### src/rtl/mbx_pkg.sv
package mbx_pkg;

    typedef enum logic [2:0] {
        ERR_NONE    = 3'd0,
        ERR_IO      = 3'd1,
        ERR_TIMEOUT = 3'd2,
        ERR_HEADER  = 3'd3,
        ERR_OFFSET  = 3'd4,
        ERR_DEVICE  = 3'd5,
        ERR_RETRY   = 3'd6
    } mbx_err_e;

    typedef enum logic [2:0] {
        S_IDLE,
        S_DECIDE,
        S_SEND,
        S_GAP,
        S_POLL,
        S_RESP,
        S_EVAL,
        S_FINISH
    } seq_state_e;

    localparam logic [3:0]  REG_CTRL   = 4'h0;
    localparam logic [3:0]  REG_STAT   = 4'h4;
    localparam logic [3:0]  REG_WR     = 4'h8;
    localparam logic [3:0]  REG_RD     = 4'hC;
    localparam logic [31:0] CMD_LOAD   = 32'd3;
    localparam logic [31:0] GO_WORD    = 32'h8000_0000;
    localparam logic [31:0] END_MARK   = 32'hFFFF_FFFF;
    localparam int          RDY_BIT    = 31;
    localparam int          FAULT_BIT  = 2;

endpackage

### src/rtl/mbx_req_builder.sv
module mbx_req_builder
    import mbx_pkg::*;
#(
    parameter int          CHUNK_DW = 4,
    parameter int          IDX_W    = 4,
    parameter int          SRC_AW   = 10,
    parameter logic [31:0] HDR_TAG  = 32'h000B_0001
) (
    input  logic [IDX_W-1:0]  idx,
    input  logic [SRC_AW-1:0] base_dw,
    input  logic [31:0]       src_data,
    output logic [SRC_AW-1:0] src_addr,
    output logic [3:0]        wr_addr,
    output logic [31:0]       wr_data
);
    localparam int          NW      = 4 + CHUNK_DW;
    localparam logic [31:0] SIZE_DW = 32'(4 + CHUNK_DW);

    logic [IDX_W-1:0] rel;

    always_comb begin
        rel      = idx - IDX_W'(4);
        src_addr = base_dw + SRC_AW'(rel);
        wr_addr  = REG_WR;
        wr_data  = src_data;
        if (idx == IDX_W'(0)) begin
            wr_data = HDR_TAG;
        end else if (idx == IDX_W'(1)) begin
            wr_data = SIZE_DW;
        end else if (idx == IDX_W'(2)) begin
            wr_data = CMD_LOAD;
        end else if (idx == IDX_W'(3)) begin
            wr_data = 32'd0;
        end else if (idx >= IDX_W'(NW)) begin
            wr_addr = REG_CTRL;
            wr_data = GO_WORD;
        end
    end
endmodule

### src/rtl/mbx_poll_timer.sv
module mbx_poll_timer #(
    parameter int POLL_GAP      = 4,
    parameter int TIMEOUT_POLLS = 10000
) (
    input  logic clk,
    input  logic rst_n,
    input  logic clr,
    input  logic run,
    input  logic poll_taken,
    output logic gap_done,
    output logic last_poll
);
    localparam int GW = (POLL_GAP > 1) ? $clog2(POLL_GAP) : 1;
    localparam int PW = $clog2(TIMEOUT_POLLS + 1);

    typedef struct packed {
        logic [GW-1:0] gap;
        logic [PW-1:0] polls;
    } tmr_t;

    tmr_t tmr_d, tmr_q;

    always_comb begin
        tmr_d = tmr_q;
        gap_done  = run && (tmr_q.gap == GW'(POLL_GAP - 1));
        last_poll = (tmr_q.polls == PW'(TIMEOUT_POLLS - 1));
        if (!run || gap_done) tmr_d.gap = '0;
        else                  tmr_d.gap = tmr_q.gap + GW'(1);
        if (clr)             tmr_d.polls = '0;
        else if (poll_taken) tmr_d.polls = tmr_q.polls + PW'(1);
    end

    always_ff @(posedge clk or negedge rst_n) begin
        if (!rst_n) tmr_q <= '0;
        else        tmr_q <= tmr_d;
    end

    a_r4_poll_bound: assert property (@(posedge clk) disable iff (!rst_n)
        tmr_q.polls <= PW'(TIMEOUT_POLLS));

    a_r3_gap_wraps: assert property (@(posedge clk) disable iff (!rst_n)
        gap_done |=> (tmr_q.gap == '0));
endmodule

### src/rtl/mbx_resp_check.sv
module mbx_resp_check
    import mbx_pkg::*;
#(
    parameter logic [31:0] HDR_TAG = 32'h000B_0001
) (
    input  logic [31:0] hdr_lo,
    input  logic [31:0] hdr_hi,
    input  logic [31:0] next_off,
    input  logic        dev_fault,
    input  logic [31:0] image_len,
    output mbx_err_e    verdict
);
    logic hdr_bad, off_bad;

    always_comb begin
        hdr_bad = (hdr_lo != HDR_TAG) || (hdr_hi != 32'd4);
        off_bad = (next_off != END_MARK) && (next_off > image_len);
        if (hdr_bad)        verdict = ERR_HEADER;
        else if (off_bad)   verdict = ERR_OFFSET;
        else if (dev_fault) verdict = ERR_DEVICE;
        else                verdict = ERR_NONE;
    end
endmodule

### src/rtl/mbx_xfer_seq.sv
module mbx_xfer_seq
    import mbx_pkg::*;
#(
    parameter int          CHUNK_BYTES   = 16,
    parameter int          MAX_XACT      = 8,
    parameter int          POLL_GAP      = 4,
    parameter int          TIMEOUT_POLLS = 10000,
    parameter int          SRC_AW        = 10,
    parameter logic [31:0] HDR_TAG       = 32'h000B_0001
) (
    input  logic              clk,
    input  logic              rst_n,
    input  logic              start,
    input  logic [31:0]       image_len,
    output logic              busy,
    output logic              done,
    output logic [2:0]        err_code,
    output logic [31:0]       bytes_sent,
    output logic [SRC_AW-1:0] src_addr,
    input  logic [31:0]       src_data,
    output logic              reg_req,
    output logic              reg_we,
    output logic [3:0]        reg_addr,
    output logic [31:0]       reg_wdata,
    input  logic [31:0]       reg_rdata,
    input  logic              reg_ack
);
    localparam int CHUNK_DW = CHUNK_BYTES / 4;
    localparam int NW       = 4 + CHUNK_DW;
    localparam int IW_RAW   = $clog2(NW + 1);
    localparam int IDX_W    = (IW_RAW > 3) ? IW_RAW : 3;
    localparam int XW       = $clog2(MAX_XACT + 1);

    typedef struct packed {
        seq_state_e       st;
        logic [IDX_W-1:0] idx;
        logic [31:0]      offset;
        logic [XW-1:0]    xacts;
        logic [31:0]      bytes;
        mbx_err_e         err;
        logic [31:0]      r_lo;
        logic [31:0]      r_hi;
        logic [31:0]      r_off;
        logic             r_fault;
    } seq_t;

    seq_t q, n;

    logic [3:0]  bld_addr;
    logic [31:0] bld_data;
    logic        tmr_clr, tmr_run, tmr_poll, gap_done, last_poll;
    mbx_err_e    verdict;

    mbx_req_builder #(
        .CHUNK_DW (CHUNK_DW),
        .IDX_W    (IDX_W),
        .SRC_AW   (SRC_AW),
        .HDR_TAG  (HDR_TAG)
    ) u_build (
        .idx      (q.idx),
        .base_dw  (q.offset[SRC_AW+1:2]),
        .src_data (src_data),
        .src_addr (src_addr),
        .wr_addr  (bld_addr),
        .wr_data  (bld_data)
    );

    mbx_poll_timer #(
        .POLL_GAP      (POLL_GAP),
        .TIMEOUT_POLLS (TIMEOUT_POLLS)
    ) u_timer (
        .clk        (clk),
        .rst_n      (rst_n),
        .clr        (tmr_clr),
        .run        (tmr_run),
        .poll_taken (tmr_poll),
        .gap_done   (gap_done),
        .last_poll  (last_poll)
    );

    mbx_resp_check #(
        .HDR_TAG (HDR_TAG)
    ) u_check (
        .hdr_lo    (q.r_lo),
        .hdr_hi    (q.r_hi),
        .next_off  (q.r_off),
        .dev_fault (q.r_fault),
        .image_len (image_len),
        .verdict   (verdict)
    );

    always_comb begin
        n         = q;
        reg_req   = 1'b0;
        reg_we    = 1'b0;
        reg_addr  = REG_STAT;
        reg_wdata = 32'd0;
        tmr_clr   = 1'b0;
        tmr_run   = 1'b0;
        tmr_poll  = 1'b0;
        case (q.st)
            S_IDLE: begin
                if (start) begin
                    n.st     = S_DECIDE;
                    n.offset = 32'd0;
                    n.xacts  = '0;
                    n.bytes  = 32'd0;
                    n.err    = ERR_NONE;
                end
            end
            S_DECIDE: begin
                n.idx = '0;
                if (q.offset == END_MARK) begin
                    n.st = S_FINISH;
                end else if (q.xacts == XW'(MAX_XACT)) begin
                    n.err = ERR_RETRY;
                    n.st  = S_FINISH;
                end else begin
                    n.st = S_SEND;
                end
            end
            S_SEND: begin
                reg_req   = 1'b1;
                reg_we    = 1'b1;
                reg_addr  = bld_addr;
                reg_wdata = bld_data;
                if (reg_ack) begin
                    if (q.idx == IDX_W'(NW)) begin
                        n.xacts = q.xacts + XW'(1);
                        n.bytes = q.bytes + 32'(CHUNK_BYTES);
                        tmr_clr = 1'b1;
                        n.st    = S_GAP;
                    end else begin
                        n.idx = q.idx + IDX_W'(1);
                    end
                end
            end
            S_GAP: begin
                tmr_run = 1'b1;
                if (gap_done) n.st = S_POLL;
            end
            S_POLL: begin
                reg_req = 1'b1;
                if (reg_ack) begin
                    tmr_poll = 1'b1;
                    if (reg_rdata[FAULT_BIT] && (reg_rdata[RDY_BIT] || last_poll)) begin
                        n.err = ERR_IO;
                        n.st  = S_FINISH;
                    end else if (reg_rdata[RDY_BIT]) begin
                        n.idx = '0;
                        n.st  = S_RESP;
                    end else if (last_poll) begin
                        n.err = ERR_TIMEOUT;
                        n.st  = S_FINISH;
                    end else begin
                        n.st = S_GAP;
                    end
                end
            end
            S_RESP: begin
                reg_req  = 1'b1;
                reg_we   = q.idx[0];
                reg_addr = REG_RD;
                if (reg_ack) begin
                    if (!q.idx[0]) begin
                        case (q.idx[2:1])
                            2'd0:    n.r_lo    = reg_rdata;
                            2'd1:    n.r_hi    = reg_rdata;
                            2'd2:    n.r_off   = reg_rdata;
                            default: n.r_fault = reg_rdata[FAULT_BIT];
                        endcase
                    end
                    if (q.idx == IDX_W'(7)) n.st = S_EVAL;
                    else                    n.idx = q.idx + IDX_W'(1);
                end
            end
            S_EVAL: begin
                if (verdict != ERR_NONE) begin
                    n.err = verdict;
                    n.st  = S_FINISH;
                end else begin
                    n.offset = q.r_off;
                    n.st     = S_DECIDE;
                end
            end
            S_FINISH: n.st = S_IDLE;
            default:  n.st = S_IDLE;
        endcase
    end

    always_ff @(posedge clk or negedge rst_n) begin
        if (!rst_n) q <= '0;
        else        q <= n;
    end

    assign busy       = (q.st != S_IDLE);
    assign done       = (q.st == S_FINISH);
    assign err_code   = q.err;
    assign bytes_sent = q.bytes;

    a_r1_done_pulse: assert property (@(posedge clk) disable iff (!rst_n)
        done |=> !done);

    a_r1_busy_on_start: assert property (@(posedge clk) disable iff (!rst_n)
        (start && !busy) |=> busy);

    a_r2_go_value: assert property (@(posedge clk) disable iff (!rst_n)
        (reg_req && reg_we && reg_addr == REG_CTRL) |-> (reg_wdata == GO_WORD));

    a_r5_ack_zero: assert property (@(posedge clk) disable iff (!rst_n)
        (reg_req && reg_ack && !reg_we && reg_addr == REG_RD)
        |=> (reg_req && reg_we && reg_addr == REG_RD && reg_wdata == 32'd0));

    a_r2_req_hold: assert property (@(posedge clk) disable iff (!rst_n)
        (reg_req && !reg_ack) |=> (reg_req && $stable(reg_addr) && $stable(reg_we)));

    a_r10_xact_limit: assert property (@(posedge clk) disable iff (!rst_n)
        q.xacts <= XW'(MAX_XACT));
endmodule

### config.mk
export PLATFORM = sky130hd
export DESIGN_NAME = mbx_xfer_seq
export DESIGN_NICKNAME = d
export VERILOG_FILES = /design/src/rtl/mbx_pkg.sv /design/src/rtl/mbx_req_builder.sv /design/src/rtl/mbx_poll_timer.sv /design/src/rtl/mbx_resp_check.sv /design/src/rtl/mbx_xfer_seq.sv
export SDC_FILE = /design/constraint.sdc
export NUM_CORES = 1
export LEC_CHECK = 0
export ABC_AREA = 1
export BUFFER_PORTS_ARGS = -buffer_cell sky130_fd_sc_hd__buf_2
export CELL_PAD_IN_SITES_DETAIL_PLACEMENT = 0
export CELL_PAD_IN_SITES_GLOBAL_PLACEMENT = 1
export CORE_UTILIZATION = 37
export DETAILED_ROUTE_END_ITERATION = 16
export GPL_TIMING_DRIVEN = 1
export PLACE_DENSITY = 0.84
export SYNTH_ARGS = -nofsm -noshare
export SYNTH_HDL_FRONTEND = slang
export SYNTH_SLANG_ARGS = --single-unit
### constraint.sdc
create_clock -name clk -period 2.1 [get_ports clk]
set_clock_uncertainty 0.15 [all_clocks]
set_input_delay 0 -clock clk [delete_from_list [all_inputs] [get_ports clk]]
set_output_delay 0 -clock clk [all_outputs]
set_load 0.01 [all_outputs]
==> results.yml <==
worst_setup_path:
  cp.required_ns: 1.95
  cp_common_cell: "ha_4"
  cp_slowest_cell: "dfrtp_1"
  worstPathArrival_ns: 2.21
  crit_start: "q[171]"
  worst-path-max-fanout: 3
  path_class: "reg2out"
  endpoint_kind: "primary output"
  r2r_start: "q[22]"
  cp_cell_sequence: "inv_2 > ha_4 > inv_4 > ha_4 > buf_4 > a21oi_4 > nor2_2 > nand4_1 > xnor2_1 > buf_2"
  r2r_slack_ns: -0.18
  crit_path_start_kind: "register"
  max_stage_delay_ns: 0.40
yosys:
  syn-instance-count: 1428
  ys_seq_area_share_pct: 43.9
  ys_warn_count: 0
  ys.flop_type: "dfrtp_1"
  synth.most_common_cell: "nand2_1"
  synth_edf_count: 0
  syn-cell-area_um2: 10700
  synth.avg_cell_area_um2: 7.47
  synthTopCellsByCount: "nand2_1 (359), inv_1 (189), dfrtp_1 (187)"
  synth_top_area_share_pct: 43.9
  synth_top_cell_by_area: "dfrtp_1"
  synthTopCellsByArea: "dfrtp_1 (44%), nand2_1 (13%), inv_1 (6.7%)"
  synth-seq-cells: 187
  synth_cell_types: 38
  synthArstFlopShare_pct: 100
routing:
  wl_met2_um: 14600
  drtAntennaViolNets: 0
  first_pass_iters: 5
  avgViaCountPerCell: 4.92
  maxUsedRoutingLayer: "met4"
  wl_met1_um: 15000
  wl_met3_um: 1430
  vias: 10400
  routedWlPerCell_um: 15.0
  drtIter0Drc: 731
  drt-total-wl_um: 31700
  drc_errors: 0
layout:
  utilization_pct: 52.4
  drive_gt1_share_pct: 29.1
  nets: 1874
  n_antenna_cell: 0
  area_growth_pct: 37.9
timing:
  rsz0062_at_grt: "yes"
  finalHoldViolCount: 0
  finalSetupViolCount: 78
  setup_ws_ns: -0.256
  fmax_ghz: 0.424
  slew_viol_final: 0
  holdWs_ns: 0.0264
  timing.final.crit_share_pct: 112
  period_minus_slack_ns: 2.36
die:
  pin_count: 185
  dieArea_um2: 29500
  start_util_pct: 38.0
  placementRows: 61
  die_h_um: 172
  die_w_um: 172
  fp.coreArea_um2: 28100
clocking:
  htreeDepth: 4
  clk_pin_slew_ns: 0.09
  cts.sinks: 187
  cts_tree: "built"
  cts_root_buf: "clkbuf_16"
  clock_latency_ns: 0.44
  ctsLongestPathBuffers: 2
  cts_buffers: 17
power_and_ir_drop:
  p_leak_nw: 7.44
  p_comb_share_pct: 43.5
  clockPowerShare_pct: 23.0
  power_density_nw_per_um2: 1040
  ir_worst_vdd_mv: 0.770
  switching_share_pct: 40.9
  switchingPower_mw: 6.25
  p_int_mw: 9.04
  seqPwrFrac_pct: 33.5
global_routing:
  grt.overflow.total: 0
  antenna_found_initial: 0
  grt_max_degree: 65
  grt_usage_pct: 21.3
  grt_pass1_vias: 9574
  grt_pass1_wl_um: 49400
place:
  io_buffers: 178
  pre_cts_ws_ns: -0.245
  place_congestion: 0.898
  dp_hpwl_um: 22100
run_status:
  outcome: "finished with violations"
  violations: "setup timing"
worst_hold_path:
  min_path_type: "in2async"
flow_run:
  drv_cap: 0
==> what timing repair did <==
item                                    CTS  global route
hold buffers                             35             0
pin swaps                                17            31
buffers inserted                         22            15
resized for setup                        86           140
cloned                                    4             1
endpoints found under the setup margin   81           101
endpoints found under the hold margin   288             0
==> layout by cell type (no fill, tap or decap), types with 14 or more instances in the layout <==
cell type	instances
nand2_1	328
dfrtp_1	186
inv_1	178
buf_2	156
nor2_1	128
o21ai_0	123
buf_4	111
nand3_1	62
nor3_1	48
a21oi_1	40
ha_1	36
dlygate4sd3_1	34
buf_6	31
nand2_2	30
nor2_4	27
nand4_1	22
nor2_2	17
clkbuf_16	17
buf_12	15
inv_2	14
==> flip-flops by register name (all words and copies together) (netlist names) <==
name	cells
u_timer.tmr_q	16
err_code	3
q	140
bytes_sent	28
==> kinds of logic (layout without fill, tap and decap cells) <==
family / after synthesis / count (layout) / share of synthesized area [%]
AND/OR/NAND/NOR: 703 / 703 / 28.0
flip-flops: 187 / 187 / 43.9
other: 1 / 6 / 0.0352
adder cells (fa/ha/maj): 49 / 49 / 5.82
XOR/XNOR: 17 / 17 / 1.40
buffers and inverters: 271 / 576 / 10.9
AO/OA/AOI/OAI: 200 / 200 / 9.95
==> layout make-up <==
| cell class | instances | area [um2] |
|---|---|---|
| Multi-Input combinational cell | 975 | 5520 |
| Timing Repair Buffer | 349 | 2650 |
| Clock inverter | 15 | 228 |
| Fill cell | 2646 | 13400 |
| Inverter | 194 | 733 |
| Sequential cell | 187 | 4680 |
| Clock buffer | 17 | 425 |
| Tap cell | 378 | 473 |
| Timing Repair inverter | 1 | 7.51 |
==> path summary, 6_finish.rpt <==
check | endpoint | cells past startpoint
setup / recovery | src_addr[9] | 10
hold / removal | q[81] | 3
setup reg to reg | q[157] | 15
hold reg to reg | u_timer.tmr_q[14] | 1
max in group asynchronous | q[174] | 3
min in group clk | q[173] | 7
==> power by group through the flow <==
stage	registers (mW)	clock network, mW	logic, mW
floorplan	5.12	0	3.24
global placement	5.13	0	5.49
detailed placement	5.16	0	5.59
CTS	5.10	3.60	6.08
global route	5.25	3.73	7.43
finish	5.13	3.52	6.65
==> through the flow <==
step	instance area (um2)	instances	TNS, ns	power [mW]
after floorplan	10700	1433	-0.266	8.36
after global placement	12500	2014	-5.30	10.6
after detailed placement	12500	2014	-8.09	10.7
after CTS	14100	2106	-13.80	14.8
after global routing	14700	2116	-23.32	16.4
final	14700	2116	-13.67	15.3
==> worst max-delay path: cells and delay by family (launching register included) <==
kind	cells	cell delay [ns]
buf+inv	4	0.39
flops	1	0.40
simple gates	2	0.22
fa+ha+maj	2	0.56
xor+xnor	1	0.15
compound gates	1	0.05
==> routing by layer <==
metal  GRT usage, %  vias to the layer above
li1               -                     5121
met1           31.1                     4960
met2           32.5                      279
met3           2.58                       46
met4           6.77                        0
met5              0                        -
Power figures use the tool's default switching activity.
